$ cat src/rtl/mpv_pkg.sv
package mpv_pkg;
  // bit positions of the flag register at offset 0
  localparam int FLG_AEF = 7;
  localparam int FLG_WPF = 6;
  localparam int FLG_NXF = 5;
  localparam int FLG_SVS = 0;

  typedef struct packed {
    logic wpf;
    logic nxf;
    logic svs;
  } cause_t;
endpackage

$ cat src/rtl/mpv_access_check.sv
module mpv_access_check
  import mpv_pkg::*;
#(
  parameter int ADDR_W = 23,
  parameter logic [ADDR_W-1:0] REG_BASE = 'h40,
  parameter int REG_SPAN = 4
) (
  input  logic              clk,
  input  logic              rst_n,
  input  logic              acc_valid,
  input  logic [ADDR_W-1:0] acc_addr,
  input  logic              acc_write,
  input  logic              acc_fetch,
  input  logic              acc_super,
  input  logic              acc_hit,
  input  logic              acc_ro,
  input  logic              acc_nx,
  input  logic              aef,
  output logic              viol,
  output cause_t            cause,
  output logic              block
);
  localparam logic [ADDR_W:0] RANGE_LO = {1'b0, REG_BASE};
  localparam logic [ADDR_W:0] RANGE_HI = RANGE_LO + (ADDR_W+1)'(REG_SPAN);

  logic in_regs, ovr, wp_hit, nx_hit, raw;

  always_comb begin
    in_regs = ({1'b0, acc_addr} >= RANGE_LO) && ({1'b0, acc_addr} < RANGE_HI);
    ovr     = acc_valid && aef && acc_super && in_regs;
    wp_hit  = acc_hit && acc_write && acc_ro;
    nx_hit  = acc_hit && acc_fetch && acc_nx;
    raw     = acc_valid && (!acc_hit || wp_hit || nx_hit);
    viol    = raw && !ovr;
    block   = viol;
    cause.wpf = wp_hit;
    cause.nxf = nx_hit;
    cause.svs = acc_super;
  end

  // an uncovered access outside the register window is always blocked
  assert_block_uncovered_R10: assert property (@(posedge clk) disable iff (!rst_n)
    (acc_valid && !acc_hit && !in_regs) |-> block);
  // exempt supervisor register access while pending is never blocked
  assert_reg_override_R11: assert property (@(posedge clk) disable iff (!rst_n)
    (acc_valid && aef && acc_super && in_regs) |-> !block);
endmodule

$ cat src/rtl/mpv_status_regs.sv
module mpv_status_regs
  import mpv_pkg::*;
#(
  parameter int ADDR_W = 23
) (
  input  logic              clk,
  input  logic              rst_n,
  input  logic              viol,
  input  cause_t            cause_in,
  input  logic [ADDR_W-1:0] addr_in,
  input  logic              clr,
  output logic              aef_q,
  output cause_t            cause_q,
  output logic [ADDR_W-1:0] addr_q,
  output logic              nmi_q
);
  logic aef_d, cap_en;

  always_comb begin
    cap_en = viol && (!aef_q || clr);
    aef_d  = viol || (aef_q && !clr);
  end

  always_ff @(posedge clk or negedge rst_n) begin
    if (!rst_n) begin
      aef_q   <= 1'b0;
      nmi_q   <= 1'b0;
      cause_q <= '0;
      addr_q  <= '0;
    end else begin
      aef_q <= aef_d;
      nmi_q <= viol;
      if (cap_en) begin
        cause_q <= cause_in;
        addr_q  <= addr_in;
      end
    end
  end

  assert_set_on_viol_R3: assert property (@(posedge clk) disable iff (!rst_n)
    viol |=> aef_q);
  assert_nmi_follows_R9: assert property (@(posedge clk) disable iff (!rst_n)
    viol |=> nmi_q);
  assert_hold_addr_R7: assert property (@(posedge clk) disable iff (!rst_n)
    (aef_q && !clr) |=> ($stable(addr_q) && $stable(cause_q)));
  assert_clear_R8: assert property (@(posedge clk) disable iff (!rst_n)
    (clr && !viol) |=> !aef_q);
  assert_clash_capture_R12: assert property (@(posedge clk) disable iff (!rst_n)
    (clr && viol) |=> (aef_q && addr_q == $past(addr_in)));
endmodule

$ cat src/rtl/mpv_reg_if.sv
module mpv_reg_if
  import mpv_pkg::*;
#(
  parameter int ADDR_W = 23,
  parameter int NUM_AB = (ADDR_W + 7) / 8,
  parameter int OFF_W  = $clog2(NUM_AB + 1)
) (
  input  logic              cfg_wr,
  input  logic [OFF_W-1:0]  cfg_off,
  input  logic [7:0]        cfg_wdata,
  input  logic              aef,
  input  cause_t            cause,
  input  logic [ADDR_W-1:0] addr,
  output logic              clr,
  output logic [7:0]        rdata
);
  localparam int PAD_W = NUM_AB * 8;

  logic [PAD_W-1:0] pad;
  logic             unused_wbits;

  assign pad          = PAD_W'(addr);
  assign unused_wbits = ^cfg_wdata[6:0];
  assign clr          = cfg_wr && (cfg_off == '0) && cfg_wdata[FLG_AEF];

  always_comb begin
    rdata = '0;
    if (cfg_off == '0) begin
      rdata[FLG_AEF] = aef;
      rdata[FLG_WPF] = cause.wpf;
      rdata[FLG_NXF] = cause.nxf;
      rdata[FLG_SVS] = cause.svs;
    end else begin
      for (int k = 1; k <= NUM_AB; k++) begin
        if (cfg_off == OFF_W'(k)) rdata = pad[(NUM_AB-k)*8 +: 8];
      end
    end
  end
endmodule

$ cat src/rtl/mpv_capture_top.sv
module mpv_capture_top
  import mpv_pkg::*;
#(
  parameter int ADDR_W = 23,
  parameter logic [ADDR_W-1:0] REG_BASE = 'h40,
  localparam int NUM_AB = (ADDR_W + 7) / 8,
  localparam int OFF_W  = $clog2(NUM_AB + 1)
) (
  input  logic              clk,
  input  logic              rst_n,
  input  logic              acc_valid,
  input  logic [ADDR_W-1:0] acc_addr,
  input  logic              acc_write,
  input  logic              acc_fetch,
  input  logic              acc_super,
  input  logic              acc_hit,
  input  logic              acc_ro,
  input  logic              acc_nx,
  input  logic              cfg_wr,
  input  logic [OFF_W-1:0]  cfg_off,
  input  logic [7:0]        cfg_wdata,
  output logic [7:0]        cfg_rdata,
  output logic              acc_block,
  output logic              nmi_pulse
);
  localparam int REG_SPAN = NUM_AB + 1;

  logic              viol, aef_q, clr;
  cause_t            cause_c, cause_q;
  logic [ADDR_W-1:0] addr_q;

  mpv_access_check #(.ADDR_W(ADDR_W), .REG_BASE(REG_BASE), .REG_SPAN(REG_SPAN)) u_check (
    .clk(clk), .rst_n(rst_n), .acc_valid(acc_valid), .acc_addr(acc_addr),
    .acc_write(acc_write), .acc_fetch(acc_fetch), .acc_super(acc_super),
    .acc_hit(acc_hit), .acc_ro(acc_ro), .acc_nx(acc_nx), .aef(aef_q),
    .viol(viol), .cause(cause_c), .block(acc_block)
  );

  mpv_status_regs #(.ADDR_W(ADDR_W)) u_status (
    .clk(clk), .rst_n(rst_n), .viol(viol), .cause_in(cause_c), .addr_in(acc_addr),
    .clr(clr), .aef_q(aef_q), .cause_q(cause_q), .addr_q(addr_q), .nmi_q(nmi_pulse)
  );

  mpv_reg_if #(.ADDR_W(ADDR_W), .NUM_AB(NUM_AB), .OFF_W(OFF_W)) u_regs (
    .cfg_wr(cfg_wr), .cfg_off(cfg_off), .cfg_wdata(cfg_wdata), .aef(aef_q),
    .cause(cause_q), .addr(addr_q), .clr(clr), .rdata(cfg_rdata)
  );

  // the interrupt is a single-cycle pulse unless violations are back to back
  assert_nmi_single_R9: assert property (@(posedge clk) disable iff (!rst_n)
    (nmi_pulse && !acc_block) |=> !nmi_pulse);
endmodule

$ cat config.mk
export PLATFORM = sky130hd
export DESIGN_NAME = mpv_capture_top
export DESIGN_NICKNAME = d
export VERILOG_FILES = /design/src/rtl/mpv_pkg.sv /design/src/rtl/mpv_access_check.sv /design/src/rtl/mpv_status_regs.sv /design/src/rtl/mpv_reg_if.sv /design/src/rtl/mpv_capture_top.sv
export SDC_FILE = /design/constraint.sdc
export NUM_CORES = 1
export LEC_CHECK = 0
export BUFFER_PORTS_ARGS = -buffer_cell sky130_fd_sc_hd__buf_2
export CELL_PAD_IN_SITES_DETAIL_PLACEMENT = 1
export CELL_PAD_IN_SITES_GLOBAL_PLACEMENT = 2
export CORE_ASPECT_RATIO = 1.4
export CORE_MARGIN = 3
export CORE_UTILIZATION = 25
export DETAILED_ROUTE_END_ITERATION = 10
export GPL_TIMING_DRIVEN = 0
export PLACE_DENSITY = 0.71
export RECOVER_POWER = 25
export REMOVE_ABC_BUFFERS = 1
export SYNTH_ARGS = -nofsm -noshare
export SYNTH_HDL_FRONTEND = slang
export SYNTH_HIERARCHICAL = 1
export SYNTH_SLANG_ARGS = --single-unit
$ cat constraint.sdc
create_clock -name clk -period 3.65 [get_ports clk]
set_clock_uncertainty 0.05 [all_clocks]
set_input_delay 0.365 -clock clk [delete_from_list [all_inputs] [get_ports clk]]
set_output_delay 0.365 -clock clk [all_outputs]
set_load 0.05 [all_outputs]
== Yosys cells after proc, flatten, opt, wreduce, memory -nomap -nowiden ==
Cells that the tools add are included.

* Register bits after elaboration: 28
* Bits of input ports: 43
* Output and inout bits: 10
* Logic and storage cells: 40

* Magnitude comparators: 2
* Eq/ne operators: 3
* Mux-type cells: 6
* Reductions and logical operators: 23

{| class="wikitable"
|+ Operators by type and width
! cell !! number
|-
| greater-or-equal comparator 23 x 7 -> 1 bit, second input constant || 1
|-
| < comparator 23 x 7 -> 1 bit, second input constant || 1
|-
| two-way mux 8 bit || 2
|-
| logical AND 1 bit || 14
|-
| two-way mux 7 bit || 1
|-
| equality test 2 bit, second input constant || 2
|-
| zero test 1 bit || 4
|-
| logical OR 1 bit || 4
|-
| two-way mux 4 bit || 1
|-
| two-way mux 3 bit || 1
|-
| equality test 2 x 1 -> 1 bit, second input constant || 1
|-
| zero test 2 bit || 1
|-
| two-way mux 1 bit || 1
|}

== Longest topological paths before layout ==
* Depth after elaboration: 7
* Gate-level depth with buffers: 7
* Gate-level depth less buffers: 5

== Modules after synthesis ==
The synthesis kept the hierarchy.

{| class="wikitable"
|+ Modules (own cells, without submodules)
! module !! times used !! cells each !! area each (µm²) !! sequential area each (µm²)
|-
| mpv_status_regs || 1 || 59 || 1141.1 || 700.7
|-
| mpv_reg_if || 1 || 18 || 210.2 || 0.0
|-
| mpv_access_check || 1 || 15 || 112.6 || 0.0
|}

== Worst setup path after synthesis ==
No wires, ideal clock.

* Kind: input port to flip-flop
* Start: in acc_addr[5]
* End: reg u_status.addr_q[0]
* Data arrival time: 2192 ps
* Path slack: 1282 ps
* Cell stages on the path: 6
* Buffers on the path: 2
* Cell sequence: or4b_1 -> o311a_1 -> buf_4 -> nand2_4 -> buf_12 -> mux2_4

* Word-level cells in the longest chain between the ends: 6

{| class="wikitable"
|+ RTL lines
! item !! RTL line !! text
|-
| start: declaration || mpv_capture_top.sv:12 || <nowiki>input logic [ADDR_W-1:0] acc_addr,</nowiki>
|-
| greater-or-equal comparator 23 x 7 -> 1 bit or < comparator 23 x 7 -> 1 bit (tied branches) || mpv_access_check.sv:29 || <nowiki>in_regs = ({1'b0, acc_addr} >= RANGE_LO) && ({1'b0, acc_addr} < RANGE_HI);</nowiki>
|-
| logical AND 1 bit * || mpv_access_check.sv:29 ||
|-
| logical AND 1 bit * || mpv_access_check.sv:30 || <nowiki>ovr = acc_valid && aef && acc_super && in_regs;</nowiki>
|-
| zero test 1 bit * || mpv_access_check.sv:34 || <nowiki>viol = raw && !ovr;</nowiki>
|-
| logical AND 1 bit * || mpv_access_check.sv:34 ||
|-
| net acc_block || mpv_capture_top.sv:23 || <nowiki>output logic acc_block,</nowiki>
|-
| logical AND 1 bit * || mpv_status_regs.sv:20 || <nowiki>cap_en = viol && (!aef_q || clr);</nowiki>
|-
| end signal: assignment || mpv_status_regs.sv:35 || <nowiki>addr_q <= addr_in;</nowiki>
|-
| end: declaration || mpv_status_regs.sv:14 || <nowiki>output logic [ADDR_W-1:0] addr_q,</nowiki>
|}

Mark *: on every way through the listed nets, which the timed path passes. The rest lies on a longest branch.
A chain may end at the register's enable or synchronous reset.

== Worst setup path in the final report ==
* Start: reg u_status.aef_q
* End: reg u_status.addr_q[16]

* Word-level cells in the longest chain between the ends: 6

{| class="wikitable"
|+ RTL lines
! item !! RTL line !! text
|-
| start: declaration || mpv_status_regs.sv:12 || <nowiki>output logic aef_q,</nowiki>
|-
| start signal: assignment || mpv_status_regs.sv:26 || <nowiki>aef_q <= 1'b0;</nowiki>
|-
| start signal: assignment || mpv_status_regs.sv:31 || <nowiki>aef_q <= aef_d;</nowiki>
|-
| logical AND 1 bit (3 in series) || mpv_access_check.sv:30 ||
|-
| zero test 1 bit || mpv_access_check.sv:34 ||
|-
| logical AND 1 bit || mpv_access_check.sv:34 ||
|-
| logical AND 1 bit * || mpv_status_regs.sv:20 ||
|}

Mark *: on every way between the ends. The rest lies on a longest branch, timed or not.

==> impl_metrics.py <==
metrics = {
    "outcome": {
        "status": "complete, but fails checks",
        "violations": "max-capacitance violations, max-slew violations",
    },
    "placed_design": {
        "place_inst": 197,
        "io_buffers": 45,
        "hpwl_mm": 2.655,
        "dp_slack_ns": 1.159,
        "globalplace.congestion": 0.7100,
    },
    "floorplan": {
        "die_h_um": 96.54,
        "die-area_um2": 6822,
        "floorplan.initialDensity": 0.2612,
        "core_um2": 5605,
        "pin_count": 53,
        "rows": 32,
        "die_w_um": 70.67,
    },
    "clock_tree": {
        "hold_buffers": 0,
        "cts_setup_buffers": 0,
        "cts_tree": "done",
        "cts_root_buf": "clkbuf_8",
        "clock_sinks": 28,
        "cts_buffers": 3,
        "clockBufferDepth": 2,
        "cts_resized": 0,
        "clkLatencyLatePin_ns": 0.27,
        "h-tree-depth": 1,
        "path_clk_slew_ns": 0.09,
    },
    "layout": {
        "layout.nets": 177,
        "final_util": 0.3096,
        "drive_gt1_frac": 0.6316,
        "stdcell_count": 201,
        "diodes": 0,
        "syn_to_final_growth_pct": 18.55,
        "fill_cells": 629,
    },
    "timing": {
        "min_period_over_period": 0.6569,
        "timing.hold.ws_ns": 0.2634,
        "worst_slew_pin_slew_ns": 1.536,
        "fin_setup_tns_ns": 0,
        "report.final.slew_viol_count": 29,
        "hold_viol": 0,
        "clock.fmax_mhz": 417.1,
        "finalSetupViolations": 0,
        "maxSlewHeadroom": -0.02377,
        "fin_ws_ns": 1.252,
        "post-route-min-period_ns": 2.398,
        "rsz0062_at_grt": "false",
    },
    "route": {
        "initialDrtViolationCount": 14,
        "drt_first_pass_iters": 2,
        "vias": 937,
        "routed_wl_mm": 3.379,
        "drt-met1-wl_mm": 1.427,
        "wl_per_cell_um": 16.81,
        "dr_wl_met3_um": 202,
        "maxUsedRoutingLayer": "met4",
        "met2_length_mm": 1.694,
        "drcViolationCount": 0,
        "postRouteAntennaNets": 0,
        "routed_via_density": 4.662,
    },
    "yosys": {
        "synth.distinct_cells": 23,
        "seq_area_frac_synth": 0.4786,
        "yosys-top-cells-count": "dfrtp_1, mux2_4, mux2_2, a22o_1, buf_4",
        "syn_avg_cell_area_um2": 15.91,
        "synth_top_area_frac": 0.4786,
        "syn_area_um2": 1464,
        "synth_most_common_cell": "dfrtp_1",
        "synthCells": 92,
        "yosysWarnings": 6,
        "yosys.area.top_type": "dfrtp_1",
        "ys_ff_latch": 28,
        "synth_edf_count": 0,
        "synth_area_leaders": "dfrtp_1, mux2_4, mux2_2",
        "ys.flop_type": "dfrtp_1",
        "async_flop_share": 1.000,
    },
    "power_and_ir_drop": {
        "p_int_mw": 0.7173,
        "switching_share": 0.3241,
        "clkPwrFrac": 0.180,
        "ir_worst_vdd_mv": 0.1914,
        "p_comb_frac": 0.373,
        "powerDensity_nw_per_um2": 611.5,
        "leakage_nw": 0.8819,
        "p_sw_mw": 0.3439,
        "seqPwrFrac": 0.447,
    },
    "global_route": {
        "antenna_found_initial": 0,
        "grt_pass1_wl_mm": 5.382,
        "grt_pass1_vias": 1047,
        "grt_usage": 0.1003,
        "grt_max_degree": 29,
        "grt_overflow": 0,
    },
    "setup_path": {
        "worstPathRequired_ns": 3.76,
        "arrival_ns": 2.51,
        "worstPathMaxFanout": 26,
        "crit_chain": "nor4bb_1 -> nand4_1 -> o311a_1 -> nand2_4 -> mux2_2",
        "critPathLaunchType": "register",
        "critPathMaxStageDelay_ns": 0.47,
        "cp_num_buf_inv": 0,
        "end_kind": "register",
        "crit_slowest_cell": "o311a_1",
        "cp_top_family": "simple AND/OR/NAND/NOR gates",
        "crit_type": "register to register",
    },
    "worst_hold_path": {
        "min_path_type": "input port to register",
    },
    "run": {
        "max-cap-violations": 1,
    },
}
[area by class of cell]
cell class	count	area, um2	area share
clock buffer	4	55.05	0.03172
tap	68	85.08	0.04903
sequential	28	700.7	0.4038
multi-input combinational	56	670.6	0.3864
timing repair buffer	45	224.0	0.1291
[per-layer routing]
| layer | global-route usage | vias to the layer above |
|---|---|---|
| met2 | 0.1648 | 30 |
| met3 | 0.02174 | 5 |
| li1 | - | 422 |
| met4 | 0.03762 | 0 |
| met1 | 0.1299 | 480 |
| met5 | 0 | - |
[worst reg2reg max path, delay by kind of cell (launching register included)]
| kind | cells | cell delay (ns) |
|---|---|---|
| flops | 1 | 0.42 |
| simple gates | 3 | 0.94 |
| compound gates | 1 | 0.47 |
| mux | 1 | 0.41 |
[layout by cell type (no fill, tap or decap), types with 2 or more instances in the layout]
master | Yosys | final
buf_2 | 0 | 44
dfrtp_1 | 28 | 28
mux2_4 | 21 | 21
mux2_2 | 9 | 9
a22o_1 | 5 | 5
clkbuf_8 | 0 | 4
and3_1 | 3 | 3
mux4_2 | 3 | 3
nor4_1 | 2 | 2
[logic make-up (layout without fill, tap and decap cells)]
group,after synthesis,count (layout),synth area share
buf+inv,8,49,0.06325
mux,34,34,0.3385
flops,28,28,0.4786
simple gates,16,16,0.08291
compound gates,6,6,0.03675
[per-stage QoR]
stage | area (um2) | power [mW]
global placement | 1682 | 0.8660
global route | 1735 | 1.120
finish | 1735 | 1.061
detailed placement | 1682 | 0.8826
floorplan | 1371 | 0.7759
CTS | 1737 | 1.077
[state kept, by name (all words and copies together), names as in the netlist]
name / cells
u_status/cause_q: 3
u_status/nmi_q: 1
u_status/addr_q: 23
u_status/aef_q: 1
[final timing paths]
path,startpoint,end,slack [ns],depth (start not counted)
worst max-delay path,u_status/aef_q,u_status/addr_q[16],1.25,5
worst min-delay path,acc_addr[1],u_status/addr_q[1],0.26,2
worst max register to register,u_status/aef_q,u_status/addr_q[16],1.25,5
worst min register to register,u_status/addr_q[15],u_status/addr_q[15],0.47,1
max in group asynchronous,rst_n,u_status/addr_q[3],2.26,1
min in group asynchronous,rst_n,u_status/addr_q[14],0.40,1
[power by group through the flow]
stage	Clock, mW	Sequential (mW)	Combinational (mW)
after floorplan	0	0.458	0.318
after global placement	0	0.474	0.392
after detailed placement	0	0.484	0.399
after CTS	0.199	0.477	0.401
after global routing	0.208	0.489	0.423
final	0.191	0.474	0.396
No activity file was read; power rests on OpenSTA's default activity.
